<file path="config.mk">
export PLATFORM = sky130hd
export DESIGN_NAME = stereo_step_seq
export DESIGN_NICKNAME = d
export VERILOG_FILES = /design/src/rtl/stss_pkg.sv /design/src/rtl/stss_step_div.sv /design/src/rtl/stss_token_ring.sv /design/src/rtl/stss_switch_map.sv /design/src/rtl/stss_pilot_gen.sv /design/src/rtl/stss_strobe_gen.sv /design/src/rtl/stereo_step_seq.sv
export SDC_FILE = /design/constraint.sdc
export NUM_CORES = 1
export LEC_CHECK = 0
export BUFFER_PORTS_ARGS = -buffer_cell sky130_fd_sc_hd__buf_2
export CORE_MARGIN = 2
export CORE_UTILIZATION = 55
export CTS_CLUSTER_SIZE = 40
export DETAILED_ROUTE_END_ITERATION = 12
export PLACE_DENSITY = 0.78
export SLEW_MARGIN = 20
export SYNTH_ARGS = -nofsm -noshare
export SYNTH_HDL_FRONTEND = slang
export SYNTH_SLANG_ARGS = --single-unit
export TNS_END_PERCENT = 30
</file>
<file path="constraint.sdc">
create_clock -name clk -period 2.8 [get_ports clk]
set_input_delay 0.84 -clock clk [delete_from_list [all_inputs] [get_ports clk]]
set_output_delay 0.84 -clock clk [all_outputs]
set_load 0.1 [all_outputs]
</file>
<file path="src/rtl/stss_pkg.sv">
package stss_pkg;

   typedef enum logic {
      PILOT_FIXED   = 1'b0,
      PILOT_SHIFTED = 1'b1
   } pilot_mode_e;

   // Tap selected by ring stage 'stage' (0-based) for a chain of 'npos' taps:
   // a triangle walk that starts just below the centre and heads to tap 0 first.
   function automatic int chain_pos(int stage, int npos);
      int ns;
      int start;
      int j;
      ns    = 2 * (npos - 1);
      start = npos / 2 - 1;
      j     = (stage + ns - start) % ns;
      return (j <= npos - 1) ? j : ns - j;
   endfunction

endpackage

</file>
<file path="src/rtl/stss_step_div.sv">
module stss_step_div #(
   parameter int DIV = 8
) (
   input  logic clk,
   input  logic rst_n,
   output logic step_tick
);
   localparam int CW = (DIV > 2) ? $clog2(DIV) : 1;

   logic [CW-1:0] cnt;

   always_ff @(posedge clk) begin
      if (!rst_n)                    cnt <= '0;
      else if (cnt == CW'(DIV - 1))  cnt <= '0;
      else                           cnt <= cnt + CW'(1);
   end

   assign step_tick = (cnt == CW'(DIV - 1));

   // a step pulse never lasts two master cycles
   a_r1_tick_gap : assert property (@(posedge clk) disable iff (!rst_n)
      step_tick |=> !step_tick);

endmodule

</file>
<file path="src/rtl/stss_token_ring.sv">
module stss_token_ring #(
   parameter int NS = 14
) (
   input  logic          clk,
   input  logic          rst_n,
   input  logic          step_tick,
   output logic [NS-1:0] ring
);
   // stages kept when the token sits one before the last stage
   localparam logic [NS-1:0] KEEP = {1'b1, {(NS-2){1'b0}}, 1'b1};

   logic [NS-1:0] rotated;
   logic [NS-1:0] ring_nxt;

   assign rotated = {ring[NS-2:0], ring[NS-1]};

   always_comb begin
      if (ring == '0)          ring_nxt = {{(NS-1){1'b0}}, 1'b1};
      else if (ring[NS-2])     ring_nxt = rotated & KEEP;
      else                     ring_nxt = rotated;
   end

   always_ff @(posedge clk) begin
      if (!rst_n)          ring <= '0;
      else if (step_tick)  ring <= ring_nxt;
   end

   // never more than one token
   a_r3_single_token : assert property (@(posedge clk) disable iff (!rst_n)
      $onehot0(ring));

   // an empty ring is seeded into stage 1 on the next step
   a_r2_self_start : assert property (@(posedge clk) disable iff (!rst_n)
      (step_tick && ring == '0) |=> ring[0] && $onehot(ring));

   // the last stage wraps to the first
   a_r4_wrap : assert property (@(posedge clk) disable iff (!rst_n)
      (step_tick && ring[NS-1]) |=> ring[0]);

   // a running ring never empties
   a_r3_stays_live : assert property (@(posedge clk) disable iff (!rst_n)
      (ring != '0) |=> (ring != '0));

endmodule

</file>
<file path="src/rtl/stss_switch_map.sv">
module stss_switch_map #(
   parameter int NPOS = 8,
   parameter int NS   = 2 * (NPOS - 1)
) (
   input  logic [NS-1:0]   ring,
   output logic [NPOS-1:0] sw_en
);
   function automatic logic [NS-1:0] stage_mask(int p);
      logic [NS-1:0] m;
      m = '0;
      for (int s = 0; s < NS; s++)
         if (stss_pkg::chain_pos(s, NPOS) == p) m[s] = 1'b1;
      return m;
   endfunction

   for (genvar p = 0; p < NPOS; p++) begin : g_tap
      localparam logic [NS-1:0] MASK = stage_mask(p);
      assign sw_en[p] = |(ring & MASK);
   end

endmodule

</file>
<file path="src/rtl/stss_pilot_gen.sv">
module stss_pilot_gen #(
   parameter int DLY_W = 5
) (
   input  logic                  clk,
   input  logic                  rst_n,
   input  logic                  step_tick,
   input  logic                  fix_hot,
   input  logic                  shf_hot,
   input  stss_pkg::pilot_mode_e mode,
   input  logic                  pilot_en,
   input  logic [DLY_W-1:0]      phase_dly,
   output logic                  pilot_sq
);
   import stss_pkg::*;

   logic             fix_trig;
   logic             shf_trig;
   logic [DLY_W-1:0] oneshot;
   logic             tog;

   assign fix_trig = step_tick & fix_hot;
   assign shf_trig = step_tick & shf_hot;

   always_ff @(posedge clk) begin
      if (!rst_n) begin
         oneshot <= '0;
         tog     <= 1'b0;
      end else if (mode == PILOT_FIXED) begin
         oneshot <= '0;
         if (fix_trig) tog <= ~tog;
      end else begin
         if (shf_trig)
            oneshot <= (phase_dly == '0) ? DLY_W'(1) : phase_dly;
         else if (oneshot != '0)
            oneshot <= oneshot - DLY_W'(1);
         if (oneshot == DLY_W'(1)) tog <= ~tog;
      end
   end

   assign pilot_sq = pilot_en & tog;

   // fixed mode inverts on its trigger step
   a_r5_fixed_flip : assert property (@(posedge clk) disable iff (!rst_n)
      (mode == PILOT_FIXED && fix_trig) |=> (tog != $past(tog)));

   // fixed mode holds between triggers
   a_r5_fixed_hold : assert property (@(posedge clk) disable iff (!rst_n)
      (mode == PILOT_FIXED && !fix_trig) |=> (tog == $past(tog)));

   // shifted mode never inverts on the trigger edge itself
   a_r7_min_delay : assert property (@(posedge clk) disable iff (!rst_n)
      (mode == PILOT_SHIFTED && shf_trig && oneshot == '0) |=> (tog == $past(tog)));

endmodule

</file>
<file path="src/rtl/stss_strobe_gen.sv">
module stss_strobe_gen #(
   parameter int SH_LAG = 3
) (
   input  logic clk,
   input  logic rst_n,
   input  logic step_tick,
   output logic sh_strobe
);
   logic [SH_LAG:0] pipe;

   always_ff @(posedge clk) begin
      if (!rst_n) pipe <= '0;
      else        pipe <= {pipe[SH_LAG-1:0], step_tick};
   end

   assign sh_strobe = pipe[SH_LAG];

   // at most one step in flight through the delay line
   a_r9_one_in_flight : assert property (@(posedge clk) disable iff (!rst_n)
      $onehot0(pipe));

endmodule

</file>
<file path="src/rtl/stereo_step_seq.sv">
module stereo_step_seq #(
   parameter int DIV         = 8,
   parameter int NPOS        = 8,
   parameter int DLY_W       = 5,
   parameter int SH_LAG      = 3,
   parameter int FIX_STAGE   = 8,
   parameter int SHIFT_STAGE = 6
) (
   input  logic             clk,
   input  logic             rst_n,
   input  logic             pilot_mode,
   input  logic             pilot_en,
   input  logic [DLY_W-1:0] phase_dly,
   output logic [NPOS-1:0]  sw_en,
   output logic             pilot_sq,
   output logic             sh_strobe
);
   import stss_pkg::*;

   localparam int NS = 2 * (NPOS - 1);

   if (DIV < 2) begin : g_bad_div
      $error("DIV must be at least 2");
   end
   if (NPOS < 3) begin : g_bad_npos
      $error("NPOS must be at least 3");
   end
   if (SH_LAG < 1 || SH_LAG >= DIV) begin : g_bad_lag
      $error("SH_LAG must lie in 1..DIV-1");
   end
   if (FIX_STAGE < 2 || FIX_STAGE > NS || SHIFT_STAGE < 2 || SHIFT_STAGE > NS) begin : g_bad_stage
      $error("pilot stages must lie in 2..NS");
   end

   logic          step_tick;
   logic [NS-1:0] ring;

   stss_step_div #(.DIV(DIV)) u_div (
      .clk(clk), .rst_n(rst_n), .step_tick(step_tick)
   );

   stss_token_ring #(.NS(NS)) u_ring (
      .clk(clk), .rst_n(rst_n), .step_tick(step_tick), .ring(ring)
   );

   stss_switch_map #(.NPOS(NPOS), .NS(NS)) u_map (
      .ring(ring), .sw_en(sw_en)
   );

   // trigger one step ahead so the toggle lands with the chosen stage
   stss_pilot_gen #(.DLY_W(DLY_W)) u_pilot (
      .clk(clk), .rst_n(rst_n), .step_tick(step_tick),
      .fix_hot(ring[FIX_STAGE-2]), .shf_hot(ring[SHIFT_STAGE-2]),
      .mode(pilot_mode_e'(pilot_mode)), .pilot_en(pilot_en),
      .phase_dly(phase_dly), .pilot_sq(pilot_sq)
   );

   stss_strobe_gen #(.SH_LAG(SH_LAG)) u_strobe (
      .clk(clk), .rst_n(rst_n), .step_tick(step_tick), .sh_strobe(sh_strobe)
   );

   // tap enables never overlap
   a_r3_tap_onehot : assert property (@(posedge clk) disable iff (!rst_n)
      $onehot0(sw_en));

   // a gated pilot stays low
   a_r8_gate_low : assert property (@(posedge clk) disable iff (!rst_n)
      !pilot_en |-> !pilot_sq);

endmodule

</file>
==> results of run 1 <==
metal layers:
metal | part of all wire, % | wire length, µm | vias to the layer above | GRT usage, %
met5 | 0 | 0 | - | 0
met4 | 2.4 | 54 | 0 | 10.53
met3 | 3.5 | 80 | 5 | 3.509
met2 | 51 | 1163 | 18 | 37.18
met1 | 43 | 988 | 464 | 21.32
li1 | - | - | 502 | -
worst max-delay path, stage by stage:
cell and delay (ps):
buf_2 70, and2_1 110, buf_2 420
worst max-delay path by stage:
| stage | start | endpoint | slack (ps) | cells after the start |
|---|---|---|---|---|
| floorplan | pilot_en | pilot_sq | 380 | 1 |
| global placement | pilot_en | pilot_sq | 530 | 3 |
| detailed placement | pilot_en | pilot_sq | 510 | 3 |
| CTS | pilot_en | pilot_sq | 510 | 3 |
| global route | pilot_en | pilot_sq | 490 | 3 |
| finish | pilot_en | pilot_sq | 520 | 3 |
through the flow:
step           area, µm²  worst slack [ps]  hold slack (ps)
2_1_floorplan       1236             383.4            403.3
3_3_place_gp        1334             532.4            411.1
3_5_place_dp        1334             511.7            423.8
4_1_cts             1360             512.2            443.8
5_1_grt             1360             488.4            468.9
6_report            1360             516.3            439.5
sequential cells by signal, summed over array words and instances (netlist names):
name / count
u_pilot.tog: 1
u_div.cnt: 3
u_ring.ring: 14
u_pilot.oneshot: 5
u_strobe.pipe: 4
cell type report:
class / count / area [µm²] / area share [%]
repair buffers: 20 / 105.1 / 7.728
multi-input cells: 92 / 600.6 / 44.16
flip-flops and latches: 27 / 540.5 / 39.74
inverters: 14 / 52.55 / 3.864
well taps: 28 / 35.03 / 2.576
clock buffers: 4 / 26.28 / 1.932
layout by cell type, fill, tap and decap left out, types with 2 or more instances in the layout:
master	instances
ha_1	5
xor2_1	2
nor2_1	3
mux2i_1	3
and3b_1	2
inv_1	14
o22ai_1	10
and2_1	17
or2_2	3
nor3_1	3
nand2_1	19
nor4_1	4
a21oi_1	2
dfxtp_1	27
nand2b_1	2
buf_2	18
buf_4	2
clkbuf_4	3
cell families after synthesis:
logic type | after synthesis | share of synthesized area (%)
buffers and inverters | 23 | 7.691
xor gates and xnor gates | 3 | 2.126
muxes | 3 | 2.429
adders and majority gates | 5 | 5.061
and+or+nand+nor | 62 | 28.74
AOI/OAI and AO/OA | 19 | 10.22
DFF | 27 | 43.72
power by group through the flow:
stage                     sequential, mW  clock, mW  combinational, mW
final                              0.450      0.168              0.253
after CTS                          0.451      0.172              0.258
after global placement             0.457          0              0.248
after detailed placement           0.460          0              0.258
after floorplan                    0.449          0              0.233
after global routing               0.454      0.182              0.283
==> flow_metrics.env, run 1 <==
export IMPL_cp_start_kind="input port"
export IMPL_grt_first_pass_wirelength_um=3912
export IMPL_async_flop_share_pct=0
export IMPL_min_from="u_div.cnt[0]$_SDFF_PP0_"
export IMPL_regToRegEndpoint="u_pilot.oneshot[1]$_SDFFE_PN0P_"
export IMPL_p_total_mw=0.8708
export IMPL_stdcell_count=185
export IMPL_dieHeight_um=51.41
export IMPL_synthTopCellsByCount="dfxtp_1 (27), nand2_1 (19), and2_1 (17), inv_1 (14), o22ai_1 (10)"
export IMPL_finalNetCount=172
export IMPL_drive_above_1_share_pct=17.83
export IMPL_cts_sinks=27
export IMPL_p_switching_mw=0.2786
export IMPL_initial_core_util_pct=56.98
export IMPL_routed_via_density=5.346
export IMPL_arrival_ps=1440
export IMPL_cts_tree="built"
export IMPL_p_comb_share_pct=29.0
export IMPL_postSynthNetCount=156
export IMPL_dr_pass1_iters=2
export IMPL_post_cts_resized=0
export IMPL_leakagePower_nw=0.5998
export IMPL_diodes=0
export IMPL_die_area_mm2=0.002643
export IMPL_grt_overflow_total=0
export IMPL_yosysWarnings=0
export IMPL_avgSynthCellArea_um2=8.706
export IMPL_yosys_top_cells_area="dfxtp_1 (44%), and2_1 (8.6%), nand2_1 (5.8%)"
export IMPL_wl_um=2286
export IMPL_fillers=205
export IMPL_hold_depth=1
export IMPL_coreArea_mm2=0.002170
export IMPL_port_buffers=18
export IMPL_clock_fmax_mhz=437.9
export IMPL_p_per_area_mw_per_mm2=640.2
export IMPL_min_path_type="register to register"
export IMPL_cap_violations=0
export IMPL_period_share_pct=81.56
export IMPL_clock_root_buffer="clkbuf_4"
export IMPL_cp_max_fo=1
export IMPL_clk_latency_ps=330
export IMPL_antenna_found_initial=0
export IMPL_crit_path_end_kind="primary output"
export IMPL_finalSetupViolCount=0
export IMPL_yosysTopAreaCell="dfxtp_1"
export IMPL_slew_viol_final=0
export IMPL_place_gp_congestion=0.7569
export IMPL_yosysTopAreaCellShare_pct=43.72
export IMPL_cts_hold_buf=0
export IMPL_fin_skew_ps=3.704
export IMPL_cts_made_buffers=3
export IMPL_ant_nets=0
export IMPL_vias=989
export IMPL_utilization_pct=62.69
export IMPL_tightest_slew_ps=491.6
export IMPL_path_clk_slew_ps=130
export IMPL_irDropWorstVdd_mv=0.3228
export IMPL_wl_per_cell_um=12.36
export IMPL_synthesis_area_mm2=0.001236
export IMPL_period_minus_slack_ps=2284
export IMPL_synthCells=142
export IMPL_required_ps=1960
export IMPL_outcome="finished, final reports clean"
export IMPL_rsz0062_at_grt="no"
export IMPL_worstSetupPathType="input port to primary output"
export IMPL_yosysMostFrequentCell="dfxtp_1"
export IMPL_syn_to_final_growth_pct=10.02
export IMPL_detail_route_iter0_violations=13
export IMPL_postCtsSetupRepairBufs=0
export IMPL_synthDistinctLibCells=35
export IMPL_drc=0
export IMPL_die_x_um=51.41
export IMPL_hold_viol=0
export IMPL_reg2regPathDepth=5
export IMPL_swShare_pct=31.99
export IMPL_reg2reg_from="u_pilot.oneshot[0]$_SDFFE_PN0P_"
export IMPL_htreeDepth=1
export IMPL_io_pins=19
export IMPL_numPlacedInstances=181
export IMPL_slew_headroom_pct=67.23
export IMPL_intPower_mw=0.5922
export IMPL_synth_main_ff_cell="dfxtp_1"
export IMPL_grt_pass1_vias=942
export IMPL_row_count=17
export IMPL_cts_path_max_buffers=2
export IMPL_min_to="u_div.cnt[0]$_SDFF_PP0_"
export IMPL_reg2reg_setup_slack_ps=1080
export IMPL_ys_ff_latch=27
export IMPL_dpl_hpwl_um=1723
export IMPL_grt_max_degree=25
export IMPL_ys_seq_area_share_pct=43.72
export IMPL_setup_tns_ps=0
export IMPL_synth_edf_count=0
export IMPL_power_share_clock_pct=19.3
export IMPL_seqPwrFrac_pct=51.7
export IMPL_grt_use_total_pct=20.07
(Power assumes the default switching activity.)
==> run 2: changes to the inputs <==
Settings changed: CORE_UTILIZATION 55 to 49, PLACE_DENSITY 0.78 to 0.73.
Clock period 2.8 ns to 1.9 ns, I/O delays scaled along.
==> run 2 against run 1 <==
Sequential power is 47% higher. Flip-flop and latch count is the same. Critical path depth down 1.
==> flow_metrics.env, run 2 (synthesized netlist as in run 1, its figures left out) <==
export IMPL_cts_path_max_buffers=2
export IMPL_vias=1002
export IMPL_routed_via_density=5.358
export IMPL_cts_sinks=27
export IMPL_slew_headroom_pct=67.68
export IMPL_worstSetupPathType="register to primary output"
export IMPL_regMostFlops="u_ring.ring"
export IMPL_drive_above_1_share_pct=17.83
export IMPL_slew_viol_final=0
export IMPL_min_path_type="register to register"
export IMPL_coreArea_mm2=0.002432
export IMPL_cpLargestDelayFamily="flip-flops"
export IMPL_cp_max_fo=4
export IMPL_htreeDepth=1
export IMPL_grt_use_total_pct=17.85
export IMPL_io_pins=19
export IMPL_drc=0
export IMPL_initial_core_util_pct=50.82
export IMPL_cts_hold_buf=0
export IMPL_seqPwrFrac_pct=51.3
export IMPL_p_comb_share_pct=30.2
export IMPL_utilization_pct=57.46
export IMPL_dpl_hpwl_um=1698
export IMPL_die_x_um=54.23
export IMPL_multi_input_area_um2=600.6
export IMPL_required_ps=1330
export IMPL_cp_start_kind="register"
export IMPL_place_gp_congestion=0.6904
export IMPL_intPower_mw=0.8806
export IMPL_finalSetupViolCount=0
export IMPL_dr_pass1_iters=4
export IMPL_path_clk_slew_ps=150
export IMPL_grt_pass1_vias=912
export IMPL_hold_viol=0
export IMPL_stdcell_count=187
export IMPL_wl_per_cell_um=12.36
export IMPL_clk_latency_ps=320
export IMPL_cap_violations=0
export IMPL_swShare_pct=31.84
export IMPL_cts_made_buffers=3
export IMPL_numPlacedInstances=183
export IMPL_setup_tns_ps=0
export IMPL_grt_max_degree=27
export IMPL_largest_reg_flops=14
export IMPL_arrival_ps=1270
export IMPL_power_share_clock_pct=18.6
export IMPL_syn_to_final_growth_pct=13.06
export IMPL_diodes=0
export IMPL_final_cell_mix="dfxtp_1 (27), nand2_1 (19), and2_1 (17)"
export IMPL_slowest_delay_ps=370
export IMPL_irDropWorstVdd_mv=0.6660
export IMPL_detail_route_iter0_violations=20
export IMPL_p_per_area_mw_per_mm2=924.5
export IMPL_cts_tree="built"
export IMPL_p_switching_mw=0.4114
export IMPL_grt_overflow_total=0
export IMPL_antenna_found_initial=0
export IMPL_fillers=227
export IMPL_wl_um=2311
export IMPL_tightest_slew_ps=488.2
export IMPL_path_cells="or2_2, buf_2"
export IMPL_rsz0062_at_grt="no"
export IMPL_clock_fmax_mhz=543.2
export IMPL_grt_first_pass_wirelength_um=3788
export IMPL_port_buffers=18
export IMPL_path_buf_inv=1
export IMPL_period_share_pct=96.89
export IMPL_finalNetCount=172
export IMPL_die_area_mm2=0.002940
export IMPL_dieHeight_um=54.23
export IMPL_top_regs="u_ring.ring x14, u_pilot.oneshot x5, u_strobe.pipe x4"
export IMPL_period_minus_slack_ps=1841
export IMPL_row_count=18
export IMPL_leakagePower_nw=0.6040
export IMPL_ant_nets=0
export IMPL_final_common_cell="dfxtp_1"
export IMPL_seq_area_um2=540.5
export IMPL_outcome="finished, final reports clean"
export IMPL_critPathSlowestCell="dfxtp_1"
export IMPL_fin_skew_ps=17.05
export IMPL_crit_path_end_kind="primary output"
export IMPL_clock_root_buffer="clkbuf_4"
run 2: changes by cell type in the layout (fill, tap and decap cells not counted):
cell,previous run,this run
buf_2,18,14
buf_12,0,2
clkbuf_4,3,4
buf_4,2,3
run 2: worst register-to-register path: stages, from the launching register on:
cell and delay, ps:
dfxtp_1 370, inv_1 70, ha_1 200, or4b_1 550, and3_4 230, nor4_2 210
run 2: path summary, 6_finish.rpt:
| check | to | cells past startpoint | start | slack (ps) |
|---|---|---|---|---|
| max | sw_en[2] | 2 | u_ring.ring[1]$_SDFFE_PN0N_ | 60 |
| min | u_div.cnt[0]$_SDFF_PP0_ | 1 | u_div.cnt[0]$_SDFF_PP0_ | 440 |
| max reg2reg | u_pilot.oneshot[1]$_SDFFE_PN0P_ | 5 | u_pilot.oneshot[0]$_SDFFE_PN0P_ | 190 |
| min reg2reg | u_div.cnt[0]$_SDFF_PP0_ | 1 | u_div.cnt[0]$_SDFF_PP0_ | 440 |
run 2: through the flow:
| step | setup WS, ps | total power [mW] | area (µm²) | hold WS (ps) |
|---|---|---|---|---|
| after CTS | 52.88 | 1.296 | 1395 | 444.4 |
| after detailed placement | 207.0 | 1.060 | 1366 | 419.6 |
| after floorplan | 23.37 | 1.006 | 1236 | 403.3 |
| after global placement | 277.3 | 1.040 | 1366 | 411.7 |
| after global routing | 7.450 | 1.376 | 1398 | 466.2 |
| final | 59.18 | 1.292 | 1398 | 439.1 |
run 2: power groups by stage:
| stage | clock (mW) | sequential, mW | combinational [mW] |
|---|---|---|---|
| floorplan | 0 | 0.662 | 0.344 |
| global placement | 0 | 0.670 | 0.370 |
| detailed placement | 0 | 0.675 | 0.386 |
| CTS | 0.247 | 0.660 | 0.389 |
| global route | 0.271 | 0.668 | 0.438 |
| finish | 0.240 | 0.662 | 0.390 |
run 2: layout make-up:
| type | instances | area share (%) |
|---|---|---|
| Timing Repair Buffer | 20 | 10.03 |
| Clock buffer | 4 | 1.880 |
| Inverter | 14 | 3.760 |
| Multi-Input combinational cell | 92 | 42.97 |
| Sequential cell | 27 | 38.68 |
| Tap cell | 30 | 2.686 |
run 2: per-layer routing:
layer	wire, µm	up-vias	GRT usage, %
li1	-	506	-
met1	1057	474	21.54
met2	1144	20	31.33
met3	88	2	2.459
met4	20	0	7.917
met5	0	-	0
run 2: timing repair:
action | 4_1_cts | 5_1_grt
pin swaps | 0 | 0
buffers inserted | 0 | 0
gates resized for setup | 1 | 1
endpoints found under the setup margin | 1 | 1
